**src/rtl/capture_bank_pkg.sv**
```systemverilog
package capture_bank_pkg;
  localparam int NUM_CAP   = 8;
  localparam int NUM_RD    = 2;
  localparam int NUM_SER   = NUM_CAP - NUM_RD;
  localparam int STEP_W    = 9;
  localparam int SEL_W     = 2;
  localparam int SETUP_W   = STEP_W + SEL_W;
  localparam int DATA_W    = 24;
  localparam int COEF_W    = 22;
  localparam int ADDR_W    = 9;
  localparam int BASE_ADDR = 266;

  typedef enum logic [SEL_W-1:0] {
    SRC_MUL_OUT = 2'b00,
    SRC_DB_OUT  = 2'b01,
    SRC_MUL_DIN = 2'b10,
    SRC_COEF    = 2'b11
  } srcSel_e;

  // Strobes from control to datapath
  typedef struct packed {
    logic [NUM_CAP-1:0]            capEn;
    logic [NUM_CAP-1:0][SEL_W-1:0] capSel;
  } capStrobe_t;
endpackage

```
**src/rtl/capture_bank_ctrl.sv**
```systemverilog
module capture_bank_ctrl
  import capture_bank_pkg::*;
(
  input  logic                clk,
  input  logic                rstN,
  input  logic [STEP_W-1:0]   pc,
  input  logic                cfgWrEn,
  input  logic [ADDR_W-1:0]   cfgAddr,
  input  logic [SETUP_W-1:0]  cfgWrData,
  output capStrobe_t          strobe
);
  logic [NUM_CAP-1:0]             wrHit;
  logic [NUM_CAP-1:0][STEP_W-1:0] setupStep;
  logic [NUM_CAP-1:0][SEL_W-1:0]  setupSel;

  for (genvar g = 0; g < NUM_CAP; g++) begin : gSetup
    assign wrHit[g] = cfgWrEn && (cfgAddr == ADDR_W'(BASE_ADDR + g));

    always_ff @(posedge clk) begin
      if (!rstN) begin
        setupStep[g] <= '0;
        setupSel[g]  <= SRC_MUL_OUT;
      end else if (wrHit[g]) begin
        setupStep[g] <= cfgWrData[SETUP_W-1:SEL_W];
        setupSel[g]  <= cfgWrData[SEL_W-1:0];
      end
    end

    assign strobe.capEn[g]  = (pc == setupStep[g]);
    assign strobe.capSel[g] = setupSel[g];

    // setup changes only through its own address
    assert_setup_hold_R6: assert property (@(posedge clk) disable iff (!rstN)
      !$past(wrHit[g]) |-> ($stable(setupStep[g]) && $stable(setupSel[g])));

    // a write lands as {step, select}
    assert_write_lands_R1: assert property (@(posedge clk) disable iff (!rstN)
      wrHit[g] |=> ({setupStep[g], setupSel[g]} == $past(cfgWrData)));
  end
endmodule

```
**src/rtl/capture_bank_dp.sv**
```systemverilog
module capture_bank_dp
  import capture_bank_pkg::*;
(
  input  logic                            clk,
  input  logic                            rstN,
  input  capStrobe_t                      strobe,
  input  logic [DATA_W-1:0]               mulOut,
  input  logic [DATA_W-1:0]               dbOut,
  input  logic [DATA_W-1:0]               mulDin,
  input  logic [COEF_W-1:0]               coefIn,
  output logic [NUM_CAP-1:0][DATA_W-1:0]  capWord
);
  localparam int PAD_W = DATA_W - COEF_W;

  logic [DATA_W-1:0] coefWide;
  assign coefWide = {{PAD_W{1'b0}}, coefIn};

  for (genvar g = 0; g < NUM_CAP; g++) begin : gCap
    logic [DATA_W-1:0] srcVal;

    always_comb begin
      unique case (srcSel_e'(strobe.capSel[g]))
        SRC_MUL_OUT: srcVal = mulOut;
        SRC_DB_OUT:  srcVal = dbOut;
        SRC_MUL_DIN: srcVal = mulDin;
        default:     srcVal = coefWide;
      endcase
    end

    always_ff @(posedge clk) begin
      if (!rstN)                  capWord[g] <= '0;
      else if (strobe.capEn[g])   capWord[g] <= srcVal;
    end

    // a capture only moves after a match
    assert_hold_R4: assert property (@(posedge clk) disable iff (!rstN)
      !$past(strobe.capEn[g]) |-> $stable(capWord[g]));

    // coefficient captures are zero-extended
    assert_coef_align_R3: assert property (@(posedge clk) disable iff (!rstN)
      ($past(strobe.capEn[g]) && ($past(strobe.capSel[g]) == SRC_COEF))
        |-> (capWord[g][DATA_W-1:COEF_W] == '0));

    // select 00 captures the multiplier product
    assert_mul_path_R3: assert property (@(posedge clk) disable iff (!rstN)
      ($past(strobe.capEn[g]) && ($past(strobe.capSel[g]) == SRC_MUL_OUT))
        |-> (capWord[g] == $past(mulOut)));
  end
endmodule

```
**src/rtl/capture_bank.sv**
```systemverilog
module capture_bank
  import capture_bank_pkg::*;
(
  input  logic                        clk,
  input  logic                        rstN,
  input  logic [STEP_W-1:0]           pc,
  input  logic [DATA_W-1:0]           mulOut,
  input  logic [DATA_W-1:0]           dbOut,
  input  logic [DATA_W-1:0]           mulDin,
  input  logic [COEF_W-1:0]           coefIn,
  input  logic                        cfgWrEn,
  input  logic [ADDR_W-1:0]           cfgAddr,
  input  logic [SETUP_W-1:0]          cfgWrData,
  input  logic [ADDR_W-1:0]           rdAddr,
  output logic [DATA_W-1:0]           rdData,
  output logic [NUM_SER*DATA_W-1:0]   serWords
);
  capStrobe_t                     strobe;
  logic [NUM_CAP-1:0][DATA_W-1:0] capWord;

  capture_bank_ctrl u_ctrl (
    .clk       (clk),
    .rstN      (rstN),
    .pc        (pc),
    .cfgWrEn   (cfgWrEn),
    .cfgAddr   (cfgAddr),
    .cfgWrData (cfgWrData),
    .strobe    (strobe)
  );

  capture_bank_dp u_dp (
    .clk     (clk),
    .rstN    (rstN),
    .strobe  (strobe),
    .mulOut  (mulOut),
    .dbOut   (dbOut),
    .mulDin  (mulDin),
    .coefIn  (coefIn),
    .capWord (capWord)
  );

  always_comb begin
    rdData = '0;
    for (int i = 0; i < NUM_RD; i++) begin
      if (rdAddr == ADDR_W'(BASE_ADDR + i)) rdData = capWord[i];
    end
  end

  for (genvar k = 0; k < NUM_SER; k++) begin : gSer
    assign serWords[k*DATA_W +: DATA_W] = capWord[NUM_RD + k];
  end
endmodule

```
**config.mk**
```make
export PLATFORM = sky130hd
export DESIGN_NAME = capture_bank
export DESIGN_NICKNAME = d
export VERILOG_FILES = /design/src/rtl/capture_bank_pkg.sv /design/src/rtl/capture_bank_ctrl.sv /design/src/rtl/capture_bank_dp.sv /design/src/rtl/capture_bank.sv
export SDC_FILE = /design/constraint.sdc
export NUM_CORES = 1
export LEC_CHECK = 0
export BUFFER_PORTS_ARGS = -buffer_cell sky130_fd_sc_hd__buf_4
export CELL_PAD_IN_SITES_DETAIL_PLACEMENT = 0
export CELL_PAD_IN_SITES_GLOBAL_PLACEMENT = 2
export CORE_MARGIN = 1
export CORE_UTILIZATION = 39
export DETAILED_ROUTE_END_ITERATION = 10
export GPL_ROUTABILITY_DRIVEN = 0
export GPL_TIMING_DRIVEN = 1
export PLACE_DENSITY = 0.95
export REMOVE_ABC_BUFFERS = 1
export SYNTH_ARGS = -nofsm -noshare
export SYNTH_HDL_FRONTEND = slang
export SYNTH_SLANG_ARGS = --single-unit
export TNS_END_PERCENT = 50
```
**constraint.sdc**
```tcl
create_clock -name clk -period 2.7 [get_ports clk]
set_input_delay 0.135 -clock clk [delete_from_list [all_inputs] [get_ports clk]]
set_output_delay 0.135 -clock clk [all_outputs]
set_load 0.02 [all_outputs]
```
# Word-level counts from Yosys, hierarchy flattened
# Index checks and enable logic that the tools add are counted.
[op_classes]
n_eq_ne = 34
n_mux = 10
reduce_logical = 16
[op_table]
columns = ["operator", "count"]
rows = [
  ["case mux 24 bit (3 select lines)", 8],
  ["== test 9 bit, second input constant", 10],
  ["== test 9 bit", 8],
  ["2-to-1 mux 24 bit", 2],
  ["== test 2 x 1 -> 1 bit, second input constant", 8],
  ["== test 2 bit, second input constant", 8],
  ["logical NOT 2 bit", 8],
  ["logical AND 1 bit", 8],
]
[word_totals]
reg_bits = 280
in_bits = 135
out_inout_bits = 168
elab_cells = 84

# Logic depth before layout (Yosys ltp)
[depth]
depth_word = 3
depth_mapped = 6

# Cells and area by module
# From an unflattened synthesis, not the netlist that was laid out.
[unflattened]
hier_cells = 1674
area_unflattened_um2 = 16657.2
[by_module_without_submodules]
columns = ["module", "n_inst", "cells_per_inst", "area_each_um2"]
rows = [
  ["capture_bank_dp", 1, 1199, 12085.3],
  ["capture_bank_ctrl", 1, 416, 4033.9],
  ["capture_bank", 1, 59, 538.0],
]

# Worst setup path after synthesis
# OpenSTA, ideal clock, no wires.
[synth_timing]
kind = "register to register"
from = "register u_ctrl.setupSel (netlist bit u_ctrl.strobe[4])"
to = "register u_dp.capWord[65] in the netlist's numbering"
setup_ns = 0.120
t_arrival_ns = 1.421
t_required_ns = 2.580
setup_slack_ns = 1.159
stages_incl_launch_ff = 6
period_less_slack_ns = 1.541
path_cell_list = "dfxtp_1 buf_2 buf_2 mux4_2 nand2_1 mux2i_1"
[synth_via]
elab_chain_len = 2
[synth_lines]
columns = ["item", "line_no", "rtl"]
rows = [
  ["start: declaration", "capture_bank_ctrl.sv:14", "logic [NUM_CAP-1:0][SEL_W-1:0] setupSel;"],
  ["start signal: indexed assignment", "capture_bank_ctrl.sv:25", "setupSel[g] <= cfgWrData[SEL_W-1:0];"],
  ["== test 2 bit, or another cell as far along", "capture_bank_dp.sv:22", "unique case (srcSel_e'(strobe.capSel[g]))"],
  ["case mux 24 bit (3 select lines) *", "capture_bank_dp.sv:22", ""],
  ["end signal: indexed assignment", "capture_bank_dp.sv:32", "else if (strobe.capEn[g]) capWord[g] <= srcVal;"],
  ["end: declaration", "capture_bank_dp.sv:11", "output logic [NUM_CAP-1:0][DATA_W-1:0] capWord"],
]
# Every way passes the cells marked *; elsewhere a longest branch is shown, timed or not.
# A chain may end at the register's enable or synchronous reset.

# Worst setup path after layout
[layout_timing]
from = "input rdAddr[7]"
to = "output rdData[22]"
[layout_via]
elab_chain_len = 3
[layout_lines]
columns = ["item", "line_no", "rtl"]
rows = [
  ["start: declaration", "capture_bank.sv:14", "input logic [ADDR_W-1:0] rdAddr,"],
  ["== test 9 bit", "capture_bank.sv:45", "if (rdAddr == ADDR_W'(BASE_ADDR + i)) rdData = capWord[i];"],
  ["2-to-1 mux 24 bit", "capture_bank.sv:45", ""],
  ["2-to-1 mux 24 bit *", "capture_bank.sv:45", ""],
  ["end: declaration", "capture_bank.sv:15", "output logic [DATA_W-1:0] rdData,"],
]
# Marks and branches as above.

==> results by group <==
Placed design
  • Buffers on Ports: 302
  • Post-DP HPWL: 37670 um

Hold path
  • Worst Hold End: u_dp.capWord[78]$_SDFFE_PN0N_
  • WHS Path Cells: 3
  • Min-delay src: rstN
  • Hold Path Class: input pin to flip-flop

Routing
  • ANT nets after route: 0
  • DRC viols: 0
  • Drt wl/cell: 22.70 um
  • Vias per std cell: 5.471
  • DR iter-0 viols: 837
  • Routed wire length: 54940 um
  • Vias: 13240
  • DR pass1 iterations: 5

Clock network
  • CTS resizes: 0
  • CTS tree: done
  • Cts hold-fix bufs: 11
  • CTS root buffer: clkbuf_16
  • Setup bufs post-CTS: 0
  • Maximum buffer depth of the clock tree: 3
  • Clk_lat worst skew: 550 ps
  • Cts bufs inserted: 36
  • H-tree depth: 2
  • Clk sinks: 280
  • Worst-path clk slew: 60 ps

Timing
  • Pins over their slew limit: 0
  • Slew margin rel.: 48.80%
  • Tmin final: 1881 ps
  • RSZ-0062 raised after global routing: no
  • Final hold vios: 0
  • Final setup violation count: 0
  • Fin crit share: 69.67%
  • Clock skew: 13.16 ps
  • Max Fclk: 531.6 MHz
  • Worst Max-Slew Pin Slew: 768.0 ps
  • Setup TNS: 0 ps

Setup path
  • Worst-path maximum fanout: 24
  • Worst Setup End Kind: output port
  • Critical R2R Launch: u_ctrl.setupStep[29]$_SDFFE_PN0P_
  • Worst R2R Setup Slack: 860 ps
  • CP Launch Type: input pin
  • Crit path required time: 2570 ps
  • Worst EP arrival: 1750 ps
  • Reg2Reg Capture Point: u_dp.capWord[73]$_SDFFE_PN0N_
  • Critical setup path kind: input pin to output port
  • Worst Reg-to-Reg Cells: 5

Die
  • Full die area: 46270 um2
  • # rows: 77
  • Core Area: 44510 um2
  • IO Pins: 303
  • Die width: 215.1 um
  • Initial Util: 39.79%
  • Die height: 215.1 um

Layout
  • Layout cell share with drive strength beyond 1: 33.95%
  • Fill count: 4160
  • Multi-input logic area: 10210 um2
  • FF/Latch Area: 5625 um2
  • Layout net count: 1937
  • Area grow syn2layout: 16.79%
  • Most common cell after layout, fill and taps aside: nand2_1
  • Most frequent cells in the layout: 395 x nand2_1, 337 x buf_4, 264 x dfxtp_1

Synth
  • Register bit count reported by yosys: 280
  • Post-synthesis sequential area ratio: 31.65%
  • Mean area per synthesized cell: 10.45 um2
  • Synth Instances: 1695
  • Post-synth EDFFs: 0
  • Netlist cell types: 29
  • Yosys Warn Count: 0
  • Synth async-reset ratio: 0%
  • Mapped Area: 17710 um2
  • Most common flop cell mapped by yosys: dfxtp_1

Global routing
  • Gr usage total: 23.52%
  • Largest net degree at the start of global routing: 108
  • Number of global-route vias before repair: 13180
  • First-pass GRT wire length: 82860 um
  • Antenna violations before repair: 2
  • Overflow after GRT: 0

Run
  • Total of max-cap violations: 0

Power and ir drop
  • Leakage: 8.120 nW
  • Peak supply drop: 0.0003647 V
  • Power, Total: 9.941 mW
  • Power per Cell Area: 480.6 nW/um2

Outcome
  • Outcome: finished clean
==> area by class of cell <==
type | count | area share, %
multi-input cells | 1121 | 49.36
flip-flops and latches | 280 | 27.20
repair buffers | 362 | 14.09
clock buffers | 50 | 5.148
well taps | 592 | 3.581
clock inverters | 12 | 0.5807
diodes | 2 | 0.02420
inverters | 1 | 0.01815
==> synth_stat cells, types with 4 or more instances <==
library cell,instances,area (um2)
dfxtp_1,280,5605
buf_1,17,63.81
nor4_4,9,191.4
mux4_2,176,3964
buf_6,24,270.3
buf_2,29,145.1
clkbuf_1,69,259.0
nand2_1,395,1483
nor3_1,4,20.02
nand3_1,52,260.3
o21ai_1,44,220.2
o2bb2ai_1,16,140.1
nand4_1,10,62.56
xor2_2,5,81.33
xor2_1,26,227.7
mux2i_1,252,2522
a22o_1,24,210.2
nor2b_1,55,344.1
xnor2_1,41,359.1
buf_4,154,1156
==> layer usage <==
| layer | up-vias | routed length, um | global-route usage, % |
|---|---|---|---|
| met4 | 0 | 1909 | 9.314 |
| met1 | 6552 | 22930 | 30.43 |
| li1 | 6091 | - | - |
| met3 | 107 | 3811 | 4.275 |
| met2 | 489 | 26290 | 38.86 |
| met5 | - | 0 | 0 |
==> stage by stage <==
step	area [um2]	util (%)	instances	worst slack (ps)	hold WS, ps
3_5_place_dp	19380	43.55	2345	829.1	446.4
6_report	20680	46.47	2420	818.9	25.95
2_1_floorplan	15820	-	1402	604.5	263.2
4_1_cts	20680	46.46	2418	849.9	9.656
3_3_place_gp	19380	43.55	2345	818.6	440.1
5_1_grt	20680	46.47	2420	754.7	48.96
==> where the power goes <==
group | internal [mW] | switching, mW
registers | 4.14 | 0.00407
clock network | 2.94 | 1.94
logic | 0.434 | 0.485
total | 7.51 | 2.43
==> kinds of logic (layout without fill, tap and decap cells) <==
logic type | count (synthesis) | after routing | synth area share [%]
and+or+nand+nor | 537 | 537 | 14.01
muxes | 428 | 428 | 36.63
buffers and inverters | 294 | 425 | 10.72
DFF | 280 | 280 | 31.65
AOI/OAI and AO/OA | 84 | 84 | 3.222
xor gates and xnor gates | 72 | 72 | 3.773
other | 0 | 2 | 0
==> worst max path at each step <==
stage / startpoint / end / slack (ps)
3_3_place_gp: rdAddr[7] / rdData[22] / 820
3_5_place_dp: u_ctrl.setupStep[29]$_SDFFE_PN0P_ / u_dp.capWord[87]$_SDFFE_PN0N_ / 830
6_report: rdAddr[7] / rdData[22] / 820
2_1_floorplan: u_ctrl.setupStep[8]$_SDFFE_PN0P_ / u_dp.capWord[0]$_SDFFE_PN0N_ / 600
5_1_grt: rdAddr[7] / rdData[13] / 750
4_1_cts: u_ctrl.setupStep[29]$_SDFFE_PN0P_ / u_dp.capWord[87]$_SDFFE_PN0N_ / 850
==> registers in the layout, indices dropped and copies added, names as in the netlist <==
signal,cells
u_ctrl.setupStep,72
u_ctrl.strobe,16
u_dp.capWord,192
==> worst max-delay path: stages <==
cell and delay, ps:
buf_4 110, nor4b_1 280, nand4_1 190, nor2_2 120, buf_4 380, a22o_1 330, buf_4 190
Note: power is estimated with default switching activity, not from simulation.
